`src/rtl/lms_pkg.sv`:
```
package lms_pkg;
    typedef enum logic {
        ENT_IDLE = 1'b0,
        ENT_WAIT = 1'b1
    } ent_state_t;
endpackage

```
`src/rtl/lms_entry.sv`:
```
module lms_entry
    import lms_pkg::*;
#(
    parameter int REG_W = 5
) (
    input  logic             clk,
    input  logic             rst_n,
    input  logic             alloc,
    input  logic [REG_W-1:0] alloc_reg,
    input  logic             fill_hit,
    output logic             busy,
    output logic [REG_W-1:0] dst_reg
);
    ent_state_t state_q, state_d;

    always_ff @(posedge clk) begin
        if (!rst_n) begin
            state_q <= ENT_IDLE;
            dst_reg <= '0;
        end else begin
            state_q <= state_d;
            if (state_q == ENT_IDLE && alloc) dst_reg <= alloc_reg;
        end
    end

    always_comb begin
        state_d = state_q;
        unique case (state_q)
            ENT_IDLE: if (alloc)    state_d = ENT_WAIT;
            ENT_WAIT: if (fill_hit) state_d = ENT_IDLE;
            default:                state_d = ENT_IDLE;
        endcase
    end

    assign busy = (state_q == ENT_WAIT);
endmodule

```
`src/rtl/lms_pend_vec.sv`:
```
module lms_pend_vec #(
    parameter int NUM_REGS = 32,
    localparam int REG_W = $clog2(NUM_REGS)
) (
    input  logic                clk,
    input  logic                rst_n,
    input  logic                set_en,
    input  logic [REG_W-1:0]    set_idx,
    input  logic                clr_en,
    input  logic [REG_W-1:0]    clr_idx,
    output logic [NUM_REGS-1:0] pend
);
    always_ff @(posedge clk) begin
        if (!rst_n) begin
            pend <= '0;
        end else begin
            if (clr_en) pend[clr_idx] <= 1'b0;
            if (set_en) pend[set_idx] <= 1'b1;
        end
    end
endmodule

```
`src/rtl/ld_miss_scoreboard.sv`:
```
module ld_miss_scoreboard #(
    parameter int NUM_REGS = 32,
    parameter int NUM_TAGS = 4,
    parameter int DATA_W   = 64,
    localparam int REG_W = $clog2(NUM_REGS),
    localparam int TAG_W = (NUM_TAGS > 1) ? $clog2(NUM_TAGS) : 1
) (
    input  logic              clk,
    input  logic              rst_n,
    input  logic              iss_valid,
    input  logic [REG_W-1:0]  iss_src_a,
    input  logic              iss_src_a_en,
    input  logic [REG_W-1:0]  iss_src_b,
    input  logic              iss_src_b_en,
    input  logic [REG_W-1:0]  iss_dst,
    input  logic              iss_dst_en,
    input  logic              iss_is_load,
    input  logic              miss_valid,
    input  logic [REG_W-1:0]  miss_dst,
    output logic [TAG_W-1:0]  miss_tag,
    input  logic              fill_valid,
    input  logic [TAG_W-1:0]  fill_tag,
    input  logic [DATA_W-1:0] fill_data,
    output logic              stall,
    output logic              wb_valid,
    output logic [REG_W-1:0]  wb_reg,
    output logic [DATA_W-1:0] wb_data,
    output logic              full
);
    logic [NUM_TAGS-1:0] ent_busy;
    logic [REG_W-1:0]    ent_reg [NUM_TAGS];
    logic [NUM_REGS-1:0] pend;
    logic [TAG_W-1:0]    free_idx;
    logic                alloc_ok;
    logic                fill_ok;
    logic [REG_W-1:0]    fill_reg;

    // lowest free entry
    always_comb begin
        free_idx = '0;
        for (int i = NUM_TAGS - 1; i >= 0; i--) begin
            if (!ent_busy[i]) free_idx = TAG_W'(i);
        end
    end

    assign full     = &ent_busy;
    assign alloc_ok = miss_valid && !full;
    assign miss_tag = full ? '0 : free_idx;
    assign fill_ok  = fill_valid && ent_busy[fill_tag];
    assign fill_reg = ent_reg[fill_tag];

    for (genvar g = 0; g < NUM_TAGS; g++) begin : g_ent
        lms_entry #(.REG_W(REG_W)) u_ent (
            .clk      (clk),
            .rst_n    (rst_n),
            .alloc    (alloc_ok && (free_idx == TAG_W'(g))),
            .alloc_reg(miss_dst),
            .fill_hit (fill_valid && (fill_tag == TAG_W'(g))),
            .busy     (ent_busy[g]),
            .dst_reg  (ent_reg[g])
        );
    end

    lms_pend_vec #(.NUM_REGS(NUM_REGS)) u_pend (
        .clk    (clk),
        .rst_n  (rst_n),
        .set_en (alloc_ok),
        .set_idx(miss_dst),
        .clr_en (fill_ok),
        .clr_idx(fill_reg),
        .pend   (pend)
    );

    always_comb begin
        stall = 1'b0;
        if (iss_valid) begin
            stall = (iss_src_a_en && pend[iss_src_a])
                 || (iss_src_b_en && pend[iss_src_b])
                 || (iss_dst_en   && pend[iss_dst])
                 || (iss_is_load  && full);
        end
    end

    always_ff @(posedge clk) begin
        if (!rst_n) begin
            wb_valid <= 1'b0;
            wb_reg   <= '0;
            wb_data  <= '0;
        end else begin
            wb_valid <= fill_ok;
            if (fill_ok) begin
                wb_reg  <= fill_reg;
                wb_data <= fill_data;
            end
        end
    end
endmodule

```
`config.mk`:
```
export PLATFORM = sky130hd
export DESIGN_NAME = ld_miss_scoreboard
export DESIGN_NICKNAME = d
export VERILOG_FILES = /design/src/rtl/lms_pkg.sv /design/src/rtl/lms_entry.sv /design/src/rtl/lms_pend_vec.sv /design/src/rtl/ld_miss_scoreboard.sv
export SDC_FILE = /design/constraint.sdc
export NUM_CORES = 1
export LEC_CHECK = 0
export BUFFER_PORTS_ARGS = -buffer_cell sky130_fd_sc_hd__buf_4
export CAP_MARGIN = 30
export CORE_UTILIZATION = 47
export DETAILED_ROUTE_END_ITERATION = 6
export PLACE_DENSITY = 0.76
export SYNTH_ARGS = -nofsm -noshare
export SYNTH_HDL_FRONTEND = slang
export SYNTH_SLANG_ARGS = --single-unit
```
`constraint.sdc`:
```
create_clock -name clk -period 1.8 [get_ports clk]
set_input_delay 0.18 -clock clk [delete_from_list [all_inputs] [get_ports clk]]
set_output_delay 0.18 -clock clk [all_outputs]
set_load 0.03 [all_outputs]
```
==> out/results.txt <==
status -> finished, violations left
failing checks -> setup timing
Syn-to-layout area delta -> 37.5%
ANT nets after route -> 0
final wirelength -> 16.2 mm
slowest cell on the critical path -> mux4_2
Die Ht -> 114 µm
yosys warns -> 0
Crit Path Category -> register to primary output
htree depth -> 4
first-pass GRT wire length -> 25.2 mm
total negative slack -> -0.357 ns
commonest non-fill, non-tap cell in the layout -> buf_4
max FFs per register -> 64
Final Hold Fails -> 0
DRT iter0 DRCs -> 266
Final Max Slew Viols -> 0
worst reg2reg startpoint -> g_ent[2].u_ent.dst_reg[0]
Worst Hold Path EP -> wb_data[61]
total power -> 7.28 mW
RSZ-0062 raised after global routing -> true
diode count -> 0
Worst R2R End -> u_pend.pend[4]
hold crit path type -> input pin to register
die width -> 114 µm
largest net degree at the start of global routing -> 70
Cell Pwr Density -> 901 mW/mm²
synthesized instance count -> 645
Critical Path Start Type -> register
final core utilization -> 66.7%
Leakage -> 3.28 nW
most frequent cells in the layout -> buf_4 (190), nand2_1 (180), dfxtp_1 (121), a21boi_0 (82), mux4_2 (30)
clk_skew -> 0.00659 ns
Std-Cell Rows -> 40
Port Buf Inserts -> 168
Num CTS Buffers -> 17
hpwl dp -> 11.4 mm
CP max stage delay -> 0.51 ns
Cell Area, Placed -> 0.00736 mm²
Pre-antenna DRT Iters -> 5
gp weighted congestion -> 0.889
Unique masters post-synth -> 35
cell family with most CP delay -> multiplexers
minimum clock period -> 2.16 ns
CP Buf/Inv Count -> 1
CP Cell Sequence -> mux4_2, nor3b_2, a211oi_1, o2111ai_1, o211ai_1, buf_4
max_cap viols -> 0
clk sinks -> 126
clock buffer depth -> 2
mean routed wirelength per cell -> 16.3 µm
average size of a mapped cell -> 9.10 µm²
initial antenna violation count -> 0
CTS tree -> yes
layout cell share with drive strength beyond 1 -> 32.6%
vias in the first global route -> 5076
nets -> 907
sequential area share after synthesis -> 43.0%
Worst Max-Slew Pin Slew -> 0.687 ns
Initial Util -> 48.5%
clock slew seen by the registers of the worst setup and hold paths -> 0.06 ns
postcts setup bufs -> 0
Core ar. -> 0.0121 mm²
total die area -> 0.0129 mm²
startpoint of the worst hold path -> fill_data[61]
CP Capture Type -> primary output
Setup WS post-layout -> -0.357 ns
Register-to-Register Path Depth -> 5
Mapped Nets -> 740
GRT Residual Overflow -> 0
FMAX -> 0.464 GHz
pre-CTS setup slack -> -0.0239 ns
DR DRC count -> 0
cell count of the worst hold path -> 3
worst skew pair latency -> 0.41 ns
design area -> 0.00808 mm²
gr usage total -> 25.3%
worst vdd ir -> 0.674 mV
total number of vias -> 5265
Critical Path RT -> 1.62 ns
r2r setup slk -> 0.07 ns
io pins -> 169
filler cell count -> 1001
Mapped Area -> 0.00587 mm²
crit path DAT -> 1.98 ns
period utilization -> 120%
Finish-stage setup viols -> 1
Clock Tree Root -> clkbuf_16
Worst Path Max Fanout -> 4
vias per cell -> 5.30
slew margin rel. -> 54.0%
Yosys reg bits -> 126
[synth_stat cells (all sizes together)]
cell,number,area share [%]
a211oi,1,0.13
a21boi,104,13
a21oi,4,0.34
a221oi,2,0.30
a31oi,1,0.11
and2,2,0.21
and3,1,0.11
buf,22,2.0
clkbuf,26,1.7
dfxtp,126,43
inv,5,0.32
mux2i,25,4.3
mux4,30,12
nand2,181,12
nand2b,5,0.53
nand3,9,0.85
nand3b,10,1.4
nand4,3,0.32
nor2,15,0.96
nor2b,25,2.7
nor3,2,0.17
nor3b,2,0.26
o2111ai,1,0.15
o211ai,3,0.38
o21ai,36,3.1
o221ai,1,0.15
or2,1,0.11
or3,2,0.21
[how the worst max path moves through the flow]
stage / start / endpoint / slack, ns / cells past startpoint
after floorplan: iss_dst[1] / stall / 0.002 / 6
after global placement: iss_dst[0] / stall / -0.01 / 7
after detailed placement: fill_tag[0] / u_pend.pend[21] / -0.02 / 6
after CTS: u_pend.pend[7] / stall / -0.37 / 6
after global routing: u_pend.pend[7] / stall / -0.48 / 6
final: u_pend.pend[2] / stall / -0.36 / 6
[worst register-to-register path, delay by kind of cell, from the launching register on]
kind	cells	cell delay [ns]
DFF	1	0.33
muxes	1	0.48
and+or+nand+nor	1	0.37
buffers and inverters	1	0.19
AOI/OAI and AO/OA	2	0.25
[where the power goes]
group | switching [mW] | total, mW | internal [mW]
registers | 0.0384 | 2.89 | 2.85
logic | 0.381 | 0.752 | 0.371
clock network | 1.20 | 3.63 | 2.44
[per-layer routing]
layer,track usage (%),up-vias,share of wire (%)
met5,0,-,0
li1,-,2564,-
met3,6.75,22,6.0
met4,11.7,0,2.1
met1,30.2,2500,42
met2,42.6,179,50
[per-stage QoR]
| step | hold WS (ns) | std cells |
|---|---|---|
| after detailed placement | 0.437 | 958 |
| after global routing | 0.00833 | 993 |
| after floorplan | 0.315 | 645 |
| after global placement | 0.427 | 958 |
| final | 0.0229 | 993 |
| after CTS | 0.00399 | 992 |
[cell families (layout without fill, tap and decap cells)]
family	count (synthesis)	after routing	synth area share [%]
buffers and inverters	53	233	3.98
AO/OA/AOI/OAI	153	153	17.9
AND/OR/NAND/NOR	258	258	19.4
multiplexers	55	55	15.8
flip-flops	126	126	43.0
[what timing repair did]
action	4_1_cts	5_1_grt
hold buffers	2	0
endpoints found under the setup margin	1	33
gates cloned	0	1
pin swaps	3	0
resized for setup	7	8
endpoints found under the hold margin	2	0
[area by class of cell]
class / instances / area [µm²] / area share (%)
clock buffers: 19 / 433 / 5.36
clock inverters: 13 / 195 / 2.42
inverters: 5 / 18.8 / 0.232
multi-input cells: 466 / 3160 / 39.1
flip-flops and latches: 126 / 2530 / 31.3
well taps: 168 / 210 / 2.60
repair buffers: 196 / 1530 / 19.0
Note: power is estimated with default switching activity, not from simulation.
